===== config.mk =====
export PLATFORM = sky130hd
export DESIGN_NAME = pwrup_seq_ctrl
export DESIGN_NICKNAME = d
export VERILOG_FILES = /design/src/rtl/pwrup_pkg.sv /design/src/rtl/pwrup_wake_merge.sv /design/src/rtl/pwrup_settle_timer.sv /design/src/rtl/pwrup_seq_fsm.sv /design/src/rtl/pwrup_ready_flags.sv /design/src/rtl/pwrup_seq_ctrl.sv
export SDC_FILE = /design/constraint.sdc
export NUM_CORES = 1
export LEC_CHECK = 0
export ABC_CLOCK_PERIOD_IN_PS = 1400
export BUFFER_PORTS_ARGS = -buffer_cell sky130_fd_sc_hd__buf_4
export CAP_MARGIN = 20
export CORE_AREA = 3 3 40 42
export CTS_BUF_LIST = sky130_fd_sc_hd__clkbuf_4
export DETAILED_ROUTE_END_ITERATION = 7
export DIE_AREA = 0 0 43 45
export PLACE_DENSITY = 0.63
export SYNTH_ARGS = -nofsm -noshare
export SYNTH_HDL_FRONTEND = slang
export SYNTH_HIERARCHICAL = 1
export SYNTH_SLANG_ARGS = --single-unit

===== constraint.sdc =====
create_clock -name clk -period 1.4 [get_ports clk]
set_input_delay 0.28 -clock clk [delete_from_list [all_inputs] [get_ports clk]]
set_output_delay 0.28 -clock clk [all_outputs]
set_load 0.02 [all_outputs]

===== src/rtl/pwrup_pkg.sv =====
// Shared types for the power-up sequencer.
// Assumes: states are only ever compared by name, never by encoding.
package pwrup_pkg;
    typedef enum logic [2:0] {
        ST_OFF      = 3'd0,
        ST_REG_WAIT = 3'd1,
        ST_SETTLE   = 3'd2,
        ST_CAL_LOAD = 3'd3,
        ST_RUN      = 3'd4
    } seq_state_t;
endpackage


===== src/rtl/pwrup_wake_merge.sv =====
// Merges the two wake pins into one request.
// Assumes: pins are already synchronous to clk (debounced and synchronised
// outside this block), so the request is used combinationally.
module pwrup_wake_merge (
    input  logic wake_hi,
    input  logic wake_lo_n,
    output logic wake_req
);
    // Either polarity alone raises the request.
    always_comb begin
        wake_req = wake_hi | ~wake_lo_n;
    end
endmodule


===== src/rtl/pwrup_settle_timer.sv =====
// Counts settle-tick pulses while supply-good stays high in the settle phase.
// Assumes: clear is asserted whenever the sequencer is outside the settle
// phase, so every settle interval starts from zero.
module pwrup_settle_timer #(
    parameter int SETTLE_TICKS = 4
) (
    input  logic clk,
    input  logic rst_n,
    input  logic clear,
    input  logic count_en,
    input  logic tick,
    output logic done
);
    localparam int CW = $clog2(SETTLE_TICKS + 1);
    localparam logic [CW-1:0] LIMIT = CW'(SETTLE_TICKS);

    logic [CW-1:0] cnt_q;

    // Saturating tick counter, restarted by clear.
    always_ff @(posedge clk) begin
        if (!rst_n || clear) begin
            cnt_q <= '0;
        end else if (count_en && tick && (cnt_q != LIMIT)) begin
            cnt_q <= cnt_q + 1'b1;
        end
    end

    // Interval complete once the limit is reached.
    always_comb begin
        done = (cnt_q == LIMIT);
    end


    settle_no_overflow_chk: assert property (@(posedge clk) disable iff (!rst_n)
        cnt_q <= LIMIT);


    settle_clear_chk: assert property (@(posedge clk) disable iff (!rst_n)
        clear |=> (cnt_q == '0));
endmodule


===== src/rtl/pwrup_seq_fsm.sv =====
// Five-state power-up sequencer: off, regulator wait, settle, calibration
// load, run. Assumes: vreg_good is meaningless while off; any later drop
// sends the sequence back to regulator wait.
module pwrup_seq_fsm
    import pwrup_pkg::*;
(
    input  logic       clk,
    input  logic       rst_n,
    input  logic       wake_req,
    input  logic       vreg_good,
    input  logic       settle_done,
    input  logic       calib_flag,
    output seq_state_t state,
    output logic       supply_lost
);
    seq_state_t state_q, state_d;

    // Supply drop seen in any powered state.
    always_comb begin
        supply_lost = (state_q != ST_OFF) && !vreg_good;
    end

    // Next-state selection, supply loss taking priority.
    always_comb begin
        state_d = state_q;
        if (supply_lost) begin
            state_d = ST_REG_WAIT;
        end else begin
            case (state_q)
                ST_OFF:      if (wake_req)    state_d = ST_REG_WAIT;
                ST_REG_WAIT: if (vreg_good)   state_d = ST_SETTLE;
                ST_SETTLE:   if (settle_done) state_d = ST_CAL_LOAD;
                ST_CAL_LOAD: if (calib_flag)  state_d = ST_RUN;
                ST_RUN:                       state_d = ST_RUN;
                default:                      state_d = ST_OFF;
            endcase
        end
    end

    // State register.
    always_ff @(posedge clk) begin
        if (!rst_n) begin
            state_q <= ST_OFF;
        end else begin
            state_q <= state_d;
        end
    end

    assign state = state_q;


    off_exit_chk: assert property (@(posedge clk) disable iff (!rst_n)
        (state_q == ST_OFF && wake_req) |=> (state_q == ST_REG_WAIT));


    run_entry_chk: assert property (@(posedge clk) disable iff (!rst_n)
        (state_q == ST_RUN && $past(state_q) != ST_RUN) |-> $past(calib_flag));
endmodule


===== src/rtl/pwrup_ready_flags.sv =====
// Holds the calibration-valid and port-enable flags.
// Assumes: supply_lost clears both on the same edge the sequencer falls back.
module pwrup_ready_flags (
    input  logic clk,
    input  logic rst_n,
    input  logic in_cal_load,
    input  logic in_run,
    input  logic calib_done,
    input  logic supply_lost,
    output logic calib_valid,
    output logic port_cfg_en
);
    logic calib_q, port_q;

    // Calibration flag: set by the loader handshake only during loading.
    always_ff @(posedge clk) begin
        if (!rst_n || supply_lost) begin
            calib_q <= 1'b0;
        end else if (in_cal_load && calib_done) begin
            calib_q <= 1'b1;
        end else if (!in_cal_load && !in_run) begin
            calib_q <= 1'b0;
        end
    end

    // Port enable: raised one clock into run.
    always_ff @(posedge clk) begin
        if (!rst_n || supply_lost) begin
            port_q <= 1'b0;
        end else begin
            port_q <= in_run;
        end
    end

    assign calib_valid = calib_q;
    assign port_cfg_en = port_q;


    calib_phase_chk: assert property (@(posedge clk) disable iff (!rst_n)
        $rose(calib_q) |-> $past(in_cal_load));
endmodule


===== src/rtl/pwrup_seq_ctrl.sv =====
// Top of the power-up sequencer. Decodes reset and enable outputs from the
// sequencer state and wires the settle timer and ready flags.
// Assumes: settle_tick is a single-clock pulse; all inputs are synchronous.
module pwrup_seq_ctrl
    import pwrup_pkg::*;
#(
    parameter int SETTLE_TICKS = 4
) (
    input  logic clk,
    input  logic rst_n,
    input  logic wake_hi,
    input  logic wake_lo_n,
    input  logic vreg_good,
    input  logic calib_done,
    input  logic settle_tick,
    output logic vreg_en,
    output logic core_rst,
    output logic sys_rst,
    output logic calib_valid,
    output logic port_cfg_en
);
    logic       wake_req;
    logic       settle_done;
    logic       supply_lost;
    logic       calib_flag;
    seq_state_t state;

    pwrup_wake_merge u_wake (
        .wake_hi   (wake_hi),
        .wake_lo_n (wake_lo_n),
        .wake_req  (wake_req)
    );

    pwrup_settle_timer #(.SETTLE_TICKS(SETTLE_TICKS)) u_settle (
        .clk      (clk),
        .rst_n    (rst_n),
        .clear    (state != ST_SETTLE),
        .count_en (vreg_good),
        .tick     (settle_tick),
        .done     (settle_done)
    );

    pwrup_seq_fsm u_fsm (
        .clk         (clk),
        .rst_n       (rst_n),
        .wake_req    (wake_req),
        .vreg_good   (vreg_good),
        .settle_done (settle_done),
        .calib_flag  (calib_flag),
        .state       (state),
        .supply_lost (supply_lost)
    );

    pwrup_ready_flags u_flags (
        .clk         (clk),
        .rst_n       (rst_n),
        .in_cal_load (state == ST_CAL_LOAD),
        .in_run      (state == ST_RUN),
        .calib_done  (calib_done),
        .supply_lost (supply_lost),
        .calib_valid (calib_flag),
        .port_cfg_en (port_cfg_en)
    );

    // Output decode straight from the registered state (glitch-free).
    always_comb begin
        vreg_en     = (state != ST_OFF);
        core_rst    = (state == ST_OFF) || (state == ST_REG_WAIT) ||
                      (state == ST_SETTLE);
        sys_rst     = (state != ST_RUN);
        calib_valid = calib_flag;
    end


    stay_off_chk: assert property (@(posedge clk) disable iff (!rst_n)
        (!vreg_en && !wake_req) |=> (!vreg_en && !calib_valid && !port_cfg_en));


    wake_on_chk: assert property (@(posedge clk) disable iff (!rst_n)
        (!vreg_en && wake_req) |=> vreg_en);


    core_rst_good_chk: assert property (@(posedge clk) disable iff (!rst_n)
        $fell(core_rst) |-> $past(vreg_good));


    core_rst_settle_chk: assert property (@(posedge clk) disable iff (!rst_n)
        $fell(core_rst) |-> $past(settle_done));


    sys_rst_after_cal_chk: assert property (@(posedge clk) disable iff (!rst_n)
        $fell(sys_rst) |-> (calib_valid && $past(calib_valid)));


    cal_before_release_chk: assert property (@(posedge clk) disable iff (!rst_n)
        $rose(calib_valid) |-> (sys_rst && $past(calib_done)));


    port_after_release_chk: assert property (@(posedge clk) disable iff (!rst_n)
        $rose(port_cfg_en) |-> (!sys_rst && $past(!sys_rst)));


    supply_drop_chk: assert property (@(posedge clk) disable iff (!rst_n)
        (vreg_en && !vreg_good) |=>
            (vreg_en && core_rst && sys_rst && !calib_valid && !port_cfg_en));
endmodule


# Word level (Yosys, flattened, before mapping)
# Cells that the tools add are included.
[totals]
regBits = 8
out_inout_bits = 5
word_cells = 52
[classes]
addsub = 1
n_eq_ne = 16
mux = 8
bitwise = 3
reduce_logical = 19
[op_table]
columns = ["operator", "n"]
rows = [
  ["$pmux 3 s5", 1],
  ["$mux 3", 4],
  ["$ne 3x2->1 const B", 3],
  ["$ne 3x3->1 const B", 3],
  ["$reduce_and 4->1", 2],
  ["$eq 3x2->1 const B", 2],
  ["$eq 3x3->1 const B", 2],
  ["$ne 2x2->1 const B", 3],
  ["$logic_and 1x1->1", 5],
  ["$logic_not 1->1", 4],
  ["$logic_or 1x1->1", 4],
  ["$add 3x1->3 const B", 1],
  ["$eq 3x1->1 const B", 1],
  ["$logic_not 3->1", 1],
  ["$mux 1", 3],
  ["$ne 3x1->1 const B", 1],
  ["$reduce_bool 3->1", 1],
  ["$ne 2x1->1 const B", 1],
  ["$not 1->1", 2],
  ["$reduce_bool 2->1", 1],
  ["$reduce_or 2->1", 1],
  ["$or 1x1->1", 1],
]

# Longest topological paths before layout
# Gate-level depths: netlist of run 1.
[depth]
depth_word = 5
mapped_depth = 6
depth_no_buf = 6

# Cells and area by module
# Netlist of run 1, hierarchy kept.
[modules_own_cells]
columns = ["mod", "instances", "cells_each", "area_per_inst_um2"]
rows = [
  ["pwrup_settle_timer", 1, 19, 176.4],
  ["pwrup_seq_fsm", 1, 18, 161.4],
  ["pwrup_ready_flags", 1, 8, 78.8],
  ["pwrup_seq_ctrl", 1, 6, 46.3],
  ["pwrup_wake_merge", 1, 1, 6.3],
]

# Worst setup path before layout of run 1
# No wires, ideal clock.
[synth_path]
path_type = "reg-to-reg"
from = "register u_settle.cnt_q[0]"
to = "register u_fsm.state_q[0] (netlist: u_fsm/state[0])"
setup_ns = 0.122
arrival_time_ns = 1.243
path_slack_ns = 0.035
path_stages_with_launch = 7
period_less_slack_ns = 1.365
cell_sequence = "dfxtp_1 -> inv_1 -> ha_1 -> and2_4 -> mux2i_1 -> nor4b_2 -> a311o_1"
[synth_via]
elab_chain_len = 3
[synth_lines]
columns = ["element", "line_no", "rtl"]
rows = [
  ["start, declared", "pwrup_settle_timer.sv:17", "logic [CW-1:0] cnt_q;"],
  ["start signal, assigned", "pwrup_settle_timer.sv:24", "cnt_q <= cnt_q + 1'b1;"],
  ["$eq 3x3->1", "pwrup_settle_timer.sv:30", "done = (cnt_q == LIMIT);"],
  ["net settle_done", "pwrup_seq_ctrl.sv:23", "logic settle_done;"],
  ["$ne 3x2->1 (no line)", "n/a", ""],
  ["$reduce_and 4->1 (no line)", "n/a", ""],
  ["end signal, assigned", "pwrup_seq_fsm.sv:45", "state_q <= state_d;"],
  ["end, declared", "pwrup_seq_fsm.sv:16", "seq_state_t state_q, state_d;"],
]
# The timed path passes the listed nets, and every way through them passes these cells.
# A chain may end at the register's enable or synchronous reset.

# Worst setup path after layout of run 1
[layout_path]
from = "register u_fsm.state_q[0] (netlist: u_fsm/state[0])"
to = "output port vreg_en"
[layout_via]
elab_chain_len = 1
[layout_lines]
columns = ["element", "line_no", "rtl"]
rows = [
  ["$reduce_bool 3->1", "pwrup_seq_ctrl.sv:67", "vreg_en = (state != ST_OFF);"],
  ["end, declared", "pwrup_seq_ctrl.sv:16", "output logic vreg_en,"],
]
# No other way between the ends.

==> results of run 1 <==
cell families after synthesis:
family / count (synthesis)
simple gates: 26
compound gates: 10
flops: 8
buf+inv: 4
mux: 2
fa+ha+maj: 2
metrics by stage:
stage	hold slack, ns	setup WS (ns)
3_3_place_gp	0.5188	0.04956
5_1_grt	0.2964	-0.03148
6_report	0.3009	0.005688
3_5_place_dp	0.5259	0.01228
4_1_cts	0.2975	0.001066
2_1_floorplan	0.4034	0.03468
registers in the layout (all words and copies together), names as in the netlist:
signal,count
u_fsm/state,3
u_flags/calib_valid,1
u_flags/port_cfg_en,1
u_settle/cnt_q,3
timing repair:
item                                    CTS  global route
gates cloned                              0             0
endpoints found under the setup margin    1             4
resized for setup                         2             7
pin swaps                                 0             1
per-layer routing:
metal | routed length (um) | vias to the layer above | track usage [%]
met5 | 0 | - | 0
met4 | 23 | 0 | 10.84
met3 | 46 | 2 | 1.594
met2 | 461 | 11 | 17.66
met1 | 482 | 197 | 13.77
li1 | - | 225 | -
worst max-delay path, stage by stage (launching register included):
cell and delay [ns]:
dfxtp_2 0.34, or3_1 0.39, buf_6 0.14
power by group:
group | leakage [uW] | internal [uW] | switching (uW) | total (uW)
clock network | 0.0000138 | 97.9 | 74.4 | 172
logic | 0.000178 | 61.4 | 52.6 | 114
registers | 0.0000673 | 235 | 9.56 | 245
worst min-delay path by stage:
| stage | from | endpoint | depth (start not counted) |
|---|---|---|---|
| floorplan | rst_n | u_flags/calib_valid$_SDFFE_PP0P_ | 2 |
| global placement | u_flags/calib_valid$_SDFFE_PP0P_ | u_flags/calib_valid$_SDFFE_PP0P_ | 2 |
| detailed placement | u_flags/calib_valid$_SDFFE_PP0P_ | u_flags/calib_valid$_SDFFE_PP0P_ | 2 |
| CTS | calib_done | u_flags/calib_valid$_SDFFE_PP0P_ | 3 |
| global route | calib_done | u_flags/calib_valid$_SDFFE_PP0P_ | 3 |
| finish | calib_done | u_flags/calib_valid$_SDFFE_PP0P_ | 3 |
cell type report:
| type | count | area (um^2) |
|---|---|---|
| Inverter | 4 | 15.01 |
| Timing Repair Buffer | 16 | 127.6 |
| Fill cell | 139 | 635.6 |
| Clock buffer | 3 | 22.52 |
| Sequential cell | 8 | 168.9 |
| Tap cell | 15 | 18.77 |
| Multi-Input combinational cell | 40 | 296.5 |
cells in the final DEF (no fill, tap or decap), types with 2 or more instances in the layout:
| cell type | count |
|---|---|
| nand2_1 | 3 |
| or3_1 | 2 |
| buf_6 | 2 |
| or3b_1 | 2 |
| nor3b_1 | 3 |
| mux2i_1 | 2 |
| inv_1 | 4 |
| clkbuf_4 | 3 |
| a21oi_1 | 2 |
| dfxtp_1 | 3 |
| buf_4 | 14 |
| nor2_1 | 5 |
| dfxtp_2 | 4 |
| nor3_1 | 2 |
| nand2b_1 | 2 |
==> flow_metrics.env, run 1 <==
export IMPL_yosysTopAreaCellShare_pct=34.13
export IMPL_initialDrtViolationCount=3
export IMPL_cts_buffers_inserted=3
export IMPL_yosys_warnings=6
export IMPL_instances_no_fill=86
export IMPL_synthArstFlopShare_pct=0
export IMPL_rsz0062_at_grt="yes"
export IMPL_hp_class="in -> reg"
export IMPL_cts_buffer_depth=2
export IMPL_p_per_area_nw_per_um2=817.9
export IMPL_worst_r2r_endpoint="u_fsm/state[0]$_SDFFE_PN0P_"
export IMPL_relSlewSlack_pct=83.43
export IMPL_synth_seq_cells=8
export IMPL_max_cap_viol_count=0
export IMPL_ant_nets=0
export IMPL_io_pin_count=12
export IMPL_synth_fa_ha_area_share_pct=5.333
export IMPL_outcome="finished, final reports clean"
export IMPL_avgSynthCellArea_um2=9.023
export IMPL_postLayoutCoreUtil_pct=50.54
export IMPL_synth_top_area_cell="dfxtp_1"
export IMPL_crit_type="reg -> out"
export IMPL_finalSetupViolations=0
export IMPL_place_inst=83
export IMPL_clock_sink_count=8
export IMPL_via_per_inst=5.058
export IMPL_grt_pass1_vias=410
export IMPL_synth_top_family_by_area="simple AND/OR/NAND/NOR gates"
export IMPL_finalCritPeriodShare_pct=99.59
export IMPL_area_growth_pct=38.40
export IMPL_crit_required_ns=1.12
export IMPL_drc_errors=0
export IMPL_finalHoldViolations=0
export IMPL_drtPass1Iterations=4
export IMPL_synth_compound_area_share_pct=14.93
export IMPL_synth_simple_area_share_pct=38.13
export IMPL_fin_skew_ns=0.005687
export IMPL_dieWidth_um=43
export IMPL_yosys_area_share_xor_xnor_pct=0
export IMPL_portBuffers=11
export IMPL_yosys_top_cells_count="dfxtp_1 (8), nor2_1 (5), inv_1 (4), nand2_1 (3), nor3b_1 (3)"
export IMPL_die_area_um2=1935
export IMPL_overflow=0
export IMPL_grt_start_max_net_pins=9
export IMPL_fin_total_pwr_uw=531.1
export IMPL_netlist_instances=52
export IMPL_synth_main_ff_cell="dfxtp_1"
export IMPL_vias=435
export IMPL_worstPathArrival_ns=1.11
export IMPL_clk_pin_slew_worst_paths_ns=0.06
export IMPL_routedWlPerCell_um=11.79
export IMPL_grt_pass1_wl_um=1614
export IMPL_cp_end_kind="primary output"
export IMPL_reg2reg_from="u_settle/cnt_q[0]$_SDFFE_PP0P_"
export IMPL_cts_root_buf="clkbuf_4"
export IMPL_period_needed_ns=1.394
export IMPL_design_area_um2=649.4
export IMPL_finalWeightedCongestion=0.7673
export IMPL_drive_above_1_share_pct=46.48
export IMPL_muxShareOfSynthArea_pct=4.267
export IMPL_synth_edf_count=0
export IMPL_crit_path_start="u_fsm/state[0]$_SDFFE_PN0P_"
export IMPL_die_h_um=45
export IMPL_leakagePower_uw=0.0002591
export IMPL_clkLatencyLatePin_ns=0.25
export IMPL_ir_drop_mv=0.3529
export IMPL_final_nets=82
export IMPL_ys_seq_area_share_pct=34.13
export IMPL_syn_nets=61
export IMPL_synth_distinct_cells=27
export IMPL_initial_utilization_pct=36.51
export IMPL_fin_tns_setup_ns=0
export IMPL_placed_cell_area_um2=608.1
export IMPL_cts_max_level=1
export IMPL_max_freq_mhz=717.2
export IMPL_antenna_found_initial=0
export IMPL_rows=13
export IMPL_grt_usage_pct=11.50
export IMPL_cts_setup_buffers=0
export IMPL_cts_tree="built"
export IMPL_crit_end="vreg_en"
export IMPL_tightest_slew_ns=0.2464
export IMPL_synth_area_leaders="dfxtp_1 (34%), ha_1 (5.3%), nor3b_1 (4.8%)"
export IMPL_diodes=0
export IMPL_cts_hold_buf=0
export IMPL_r2r_cells=6
export IMPL_synth_area_um2=469.2
export IMPL_final_max_slew_viol_count=0
export IMPL_core_um2=1285
export IMPL_wirelength_um=1014
export IMPL_hpwl_um=779.9
export IMPL_cp_max_fo=5
export IMPL_cp_start_kind="register"
export IMPL_yosysMostFrequentCell="dfxtp_1"
export IMPL_regToRegSetupSlack_ns=0.10
No activity file was read; power rests on OpenSTA's default activity.
==> inputs of run 2 (changes only) <==
--- a/config.mk
+++ b/config.mk
@@ -8,11 +8,13 @@
 export ABC_CLOCK_PERIOD_IN_PS = 1400
 export BUFFER_PORTS_ARGS = -buffer_cell sky130_fd_sc_hd__buf_4
 export CAP_MARGIN = 20
-export CORE_AREA = 3 3 40 42
+export CELL_PAD_IN_SITES_DETAIL_PLACEMENT = 1
+export CELL_PAD_IN_SITES_GLOBAL_PLACEMENT = 1
+export CORE_MARGIN = 3
+export CORE_UTILIZATION = 35
 export CTS_BUF_LIST = sky130_fd_sc_hd__clkbuf_4
 export DETAILED_ROUTE_END_ITERATION = 7
-export DIE_AREA = 0 0 43 45
-export PLACE_DENSITY = 0.63
+export PLACE_DENSITY = 0.79
 export SYNTH_ARGS = -nofsm -noshare
 export SYNTH_HDL_FRONTEND = slang
 export SYNTH_HIERARCHICAL = 1
==> run 2 against run 1 <==
  * The run now ends with negative setup slack left
  * Clock skew up 0.0019 ns
  * Non-clock buffer count up 2
  * Clock-buffer cell count unchanged
  * Largest cell class unchanged
  * Largest power group unchanged
==> flow_metrics.env, run 2 (synthesis results as in run 1) <==
export IMPL_outcome="finished with violations"
export IMPL_p_per_area_nw_per_um2=791.1
export IMPL_overflow=0
export IMPL_wirelength_um=1296
export IMPL_vias=465
export IMPL_cts_root_buf="clkbuf_4"
export IMPL_mostFrequentLayoutCells="buf_4 (16), nor2_1 (5), inv_1 (4)"
export IMPL_rows=12
export IMPL_area_growth_pct=46.93
export IMPL_postLayoutCoreUtil_pct=58.12
export IMPL_ir_drop_mv=0.6277
export IMPL_cts_buffer_depth=2
export IMPL_worstPathArrival_ns=1.14
export IMPL_antenna_found_initial=0
export IMPL_rsz0062_at_grt="yes"
export IMPL_cts_buffers_inserted=3
export IMPL_cp_start_kind="register"
export IMPL_leakagePower_uw=0.0002742
export IMPL_cts_tree="built"
export IMPL_io_pin_count=12
export IMPL_drc_errors=0
export IMPL_failed_checks="negative setup slack"
export IMPL_portBuffers=11
export IMPL_cts_hold_buf=0
export IMPL_dieWidth_um=42.62
export IMPL_max_freq_mhz=702.3
export IMPL_final_nets=84
export IMPL_finalHoldViolations=0
export IMPL_whs_ns=0.2924
export IMPL_crit_required_ns=1.12
export IMPL_finalSetupViolations=1
export IMPL_final_fill_count=147
export IMPL_crit_type="reg -> out"
export IMPL_routedWlPerCell_um=14.90
export IMPL_cp_max_fo=6
export IMPL_clock_sink_count=8
export IMPL_relSlewSlack_pct=80.72
export IMPL_pre_cts_ws_ns=-0.05385
export IMPL_grt_usage_pct=14.75
export IMPL_initial_utilization_pct=39.56
export IMPL_cp_end_kind="primary output"
export IMPL_diodes=0
export IMPL_die_area_um2=1816
export IMPL_fin_ws_ns=-0.02397
export IMPL_clk_pin_slew_worst_paths_ns=0.06
export IMPL_tightest_slew_ns=0.2886
export IMPL_cts_max_level=1
export IMPL_grt_pass1_vias=429
export IMPL_via_per_inst=5.345
export IMPL_hp_class="in -> reg"
export IMPL_mostFrequentLayoutCell="buf_4"
export IMPL_die_h_um=42.62
export IMPL_fin_skew_ns=0.007561
export IMPL_core_um2=1186
export IMPL_final_max_slew_viol_count=0
export IMPL_grt_start_max_net_pins=8
export IMPL_drive_above_1_share_pct=53.42
export IMPL_initialDrtViolationCount=3
export IMPL_grt_pass1_wl_um=1994
export IMPL_hpwl_um=893.8
export IMPL_finalWeightedCongestion=0.7048
export IMPL_fin_total_pwr_uw=545.4
export IMPL_finalCritPeriodShare_pct=101.7
export IMPL_period_needed_ns=1.424
export IMPL_ant_nets=0
export IMPL_max_cap_viol_count=0
export IMPL_drtPass1Iterations=2
export IMPL_clkLatencyLatePin_ns=0.25
==> run 2: cell types whose count changed in the layout (fill, tap and decap cells not counted) <==
| cell | change |
|---|---|
| buf_4 | +2 |
| or3b_1 | -1 |
| a21oi_1 | -1 |
| or3b_4 | +1 |
| or3_1 | -1 |
| dfxtp_2 | -1 |
| or3_4 | +1 |
| mux2i_4 | +1 |
| a21oi_2 | +1 |
| dfxtp_4 | +1 |
| mux2i_1 | -1 |
==> run 2: power breakdown <==
part	internal, uW	switching [uW]
logic	72.9	58.4
clock network	97.7	71.9
registers	234	10.1
total	405	140
==> run 2: cell type report <==
cell class	count	area, um^2	share of cell area [%]
Sequential cell	8	171.4	24.86
Multi-Input combinational cell	40	320.3	46.46
Clock buffer	3	22.52	3.267
Tap cell	14	17.52	2.541
Timing Repair Buffer	18	142.6	20.69
Inverter	4	15.01	2.178
==> run 2: worst paths after layout <==
kind                                    startpoint                                to  slack [ns]  cells after the start
hold reg to reg   u_flags/calib_valid$_SDFFE_PP0P_  u_flags/calib_valid$_SDFFE_PP0P_        0.53                      2
setup / recovery       u_fsm/state[2]$_SDFFE_PP0P_                           sys_rst       -0.02                      2
hold / removal                          calib_done  u_flags/calib_valid$_SDFFE_PP0P_        0.29                      3
setup reg to reg    u_settle/cnt_q[0]$_SDFFE_PP0P_       u_fsm/state[0]$_SDFFE_PN0P_        0.06                      6
==> run 2: stage by stage <==
stage	area (um^2)	setup TNS [ns]	std cells
CTS	645.6	-0.005543	85
finish	689.4	-0.02397	87
global route	689.4	-0.09740	87
floorplan	469.2	0	52
detailed placement	599.3	-0.05385	81
global placement	599.3	0	81
==> run 2: worst max-delay path, cell delays in order, from the launching register on <==
cell and delay [ns]:
dfxtp_4 0.38, or3b_4 0.38, buf_6 0.14
==> run 2: metal layers <==
layer,part of all wire (%),wire (um),vias up,GRT usage (%)
met5,0,0,-,0
met4,1.1,14,0,5.590
met3,3.7,48,2,4.292
met2,50,642,7,24.92
met1,46,590,226,17.30
li1,-,-,230,-
==> run 2: what timing repair did <==
action,in CTS,in global routing
hold endpoints to repair,0,0
pin swaps,1,0
setup endpoints to repair,3,4
gates resized for setup,8,7
buffers inserted,1,2
==> inputs of run 3 (changes only) <==
--- a/config.mk
+++ b/config.mk
@@ -5,16 +5,18 @@
 export SDC_FILE = /design/constraint.sdc
 export NUM_CORES = 1
 export LEC_CHECK = 0
+export ABC_AREA = 1
 export ABC_CLOCK_PERIOD_IN_PS = 1400
 export BUFFER_PORTS_ARGS = -buffer_cell sky130_fd_sc_hd__buf_4
 export CAP_MARGIN = 20
 export CELL_PAD_IN_SITES_DETAIL_PLACEMENT = 1
 export CELL_PAD_IN_SITES_GLOBAL_PLACEMENT = 1
 export CORE_MARGIN = 3
-export CORE_UTILIZATION = 35
+export CORE_UTILIZATION = 33
 export CTS_BUF_LIST = sky130_fd_sc_hd__clkbuf_4
 export DETAILED_ROUTE_END_ITERATION = 7
-export PLACE_DENSITY = 0.79
+export GPL_TIMING_DRIVEN = 0
+export PLACE_DENSITY = 0.78
 export SYNTH_ARGS = -nofsm -noshare
 export SYNTH_HDL_FRONTEND = slang
 export SYNTH_HIERARCHICAL = 1
==> run 3 against run 2 <==
  * The run now ends clean
  * Non-clock buffer count down 4
  * Synthesized cell count up 65%
  * Register-to-register slack better by 0.05 ns
  * First-iteration DRC count rose to 2.7 times the previous value
  * Combinational power rose to 4.0 times the previous value
  * Clock skew down 0.0028 ns
  * Cell count up 37%
  * Total power up 96%
  * Global-route usage down 0.42 points
  * Final area up 2.2%
  * Setup slack better by 0.13 ns
==> flow_metrics.env, run 3 <==
export IMPL_synth_edf_count=0
export IMPL_ir_drop_mv=0.7803
export IMPL_ant_nets=0
export IMPL_finalHoldViolations=0
export IMPL_cts_buffer_depth=2
export IMPL_placed_cell_area_um2=653.1
export IMPL_yosysTopAreaCellShare_pct=29.09
export IMPL_worstPathArrival_ns=1.43
export IMPL_grt_pass1_vias=532
export IMPL_final_max_slew_viol_count=0
export IMPL_cts_buffers_inserted=3
export IMPL_syn_nets=95
export IMPL_path_delay_family="simple AND/OR/NAND/NOR gates"
export IMPL_synth_area_leaders="dfxtp_1 (29%), inv_1 (13%), nand2_1 (12%)"
export IMPL_vias=563
export IMPL_cts_root_buf="clkbuf_4"
export IMPL_diodes=0
export IMPL_yosys_top_cells_count="inv_1 (19), nand2_1 (17), nand3_1 (10), nor2_1 (9), dfxtp_1 (8)"
export IMPL_cp_start_kind="register"
export IMPL_die_h_um=46.85
export IMPL_relSlewSlack_pct=86.15
export IMPL_initialDrtViolationCount=8
export IMPL_outcome="finished, final reports clean"
export IMPL_grt_usage_pct=14.33
export IMPL_cp_end_kind="register"
export IMPL_fin_skew_ns=0.004749
export IMPL_area_growth_pct=27.95
export IMPL_drive_above_1_share_pct=32.04
export IMPL_dieWidth_um=46.85
export IMPL_fin_total_pwr_uw=1071
export IMPL_finalSetupViolations=0
export IMPL_instances_no_fill=119
export IMPL_hp_class="in -> reg"
export IMPL_synth_seq_cells=8
export IMPL_cp_max_fo=4
export IMPL_place_inst=113
export IMPL_synth_distinct_cells=19
export IMPL_core_um2=1541
export IMPL_leakagePower_uw=0.0003598
export IMPL_portBuffers=11
export IMPL_io_pin_count=12
export IMPL_overflow=0
export IMPL_yosys_warnings=6
export IMPL_final_fill_count=212
export IMPL_timing_critical_path_buf_inv=3
export IMPL_yosysMostFrequentCell="inv_1"
export IMPL_netlist_instances=86
export IMPL_ys_seq_area_share_pct=29.09
export IMPL_antenna_found_initial=0
export IMPL_max_cap_viol_count=0
export IMPL_routedWlPerCell_um=10.82
export IMPL_clkLatencyLatePin_ns=0.25
export IMPL_slowest_delay_ns=0.35
export IMPL_cts_tree="built"
export IMPL_design_area_um2=704.4
export IMPL_initial_utilization_pct=35.71
export IMPL_grt_start_max_net_pins=11
export IMPL_p_per_area_nw_per_um2=1520
export IMPL_clk_pin_slew_worst_paths_ns=0.06
export IMPL_via_per_inst=4.731
export IMPL_finalCritPeriodShare_pct=92.18
export IMPL_final_nets=114
export IMPL_crit_required_ns=1.54
export IMPL_hpwl_um=979.4
export IMPL_cts_hold_buf=0
export IMPL_cts_max_level=1
export IMPL_mostFrequentLayoutCells="inv_1 (19), nand2_1 (17), buf_4 (14), nand3_1 (10), nor2_1 (9)"
export IMPL_crit_slowest_cell="dfxtp_2"
export IMPL_clock_sink_count=8
export IMPL_wirelength_um=1287
export IMPL_cp_common_cell="inv_1"
export IMPL_drc_errors=0
export IMPL_regToRegSetupSlack_ns=0.11
export IMPL_rows=14
export IMPL_synth_top_area_cell="dfxtp_1"
export IMPL_period_needed_ns=1.291
export IMPL_crit_type="reg -> reg"
export IMPL_tightest_slew_ns=0.2078
export IMPL_grt_pass1_wl_um=2187
export IMPL_synth_area_um2=550.5
export IMPL_crit_path_cell_trace="inv_1, ha_1, nand2_2, inv_1, inv_1, nand3_1, nand2_1, nor2_1, and3_1"
export IMPL_drtPass1Iterations=4
export IMPL_max_freq_mhz=774.9
export IMPL_synthArstFlopShare_pct=0
export IMPL_die_area_um2=2194
export IMPL_finalWeightedCongestion=0.7652
export IMPL_synth_main_ff_cell="dfxtp_1"
export IMPL_mostFrequentLayoutCell="inv_1"
export IMPL_avgSynthCellArea_um2=6.401
-- run 3: cell count changes in the layout (fill, tap and decap cells not counted), moves of 3 or more --
cell     before  now
a21oi_1       1    4
inv_1         4   19
nand2_1       3   17
nor2_1        5    9
nand3_1       0   10
inv_2         0    4
-- run 3: tightest hold or removal path: stages --
cell	delay (ns)
buf_4	0.10
nand2_1	0.05
inv_1	0.04
-- run 3: repair_timing --
item,4_1_cts,5_1_grt
gates resized for setup,1,4
endpoints found under the setup margin,1,4
gates cloned,0,0
pin swaps,0,1
buffers inserted,0,3
-- run 3: final cells by class --
cell class,count,area (um^2),share of cell area [%]
flip-flops and latches,8,166.4,23.62
inverters,23,86.33,12.26
clock buffers,3,22.52,3.197
repair buffers,14,105.1,14.92
well taps,16,20.02,2.842
multi-input cells,55,304.0,43.16
-- run 3: layer usage --
metal / GRT usage, % / wire length, um / up-vias
met5: 0 / 0 / -
met4: 6.630 / 6 / 0
met3: 4.598 / 70 / 2
met2: 22.76 / 602 / 9
met1: 17.50 / 608 / 254
li1: - / - / 298
-- run 3: through the flow --
stage	setup slack (ns)	setup TNS (ns)	utilization, %	hold WS, ns
after floorplan	0.1753	0	-	0.3776
after global placement	0.07657	0	42.37	0.4956
after detailed placement	0.05402	0	42.37	0.5039
after CTS	0.03321	0	43.91	0.2375
after global routing	-0.01336	-0.01336	45.70	0.2739
final	0.1095	0	45.70	0.2454
-- run 3: cell families (layout without fill, tap and decap cells) --
kind of cell | count (synthesis) | after routing | share of synthesized area [%]
adder cells (fa/ha/maj) | 2 | 2 | 4.545
AO/OA/AOI/OAI | 7 | 7 | 10.00
buffers and inverters | 23 | 40 | 15.68
AND/OR/NAND/NOR | 46 | 46 | 40.68
flip-flops | 8 | 8 | 29.09
-- run 3: report_power, final --
group | switching [uW] | leakage, uW | internal [uW] | total [uW]
Combinational | 306 | 0.000279 | 218 | 524
Clock | 82.4 | 0.0000138 | 98.4 | 181
Sequential | 92.7 | 0.0000671 | 273 | 366
-- run 3: final timing paths --
kind	startpoint	endpoint	cells after the start
setup / recovery	u_settle/cnt_q[0]$_SDFFE_PP0P_	u_fsm/state[2]$_SDFFE_PP0P_	9
hold / removal	rst_n	u_fsm/state[0]$_SDFFE_PN0P_	3
setup reg to reg	u_settle/cnt_q[0]$_SDFFE_PP0P_	u_fsm/state[2]$_SDFFE_PP0P_	9
hold reg to reg	u_settle/cnt_q[1]$_SDFFE_PP0P_	u_settle/cnt_q[1]$_SDFFE_PP0P_	2
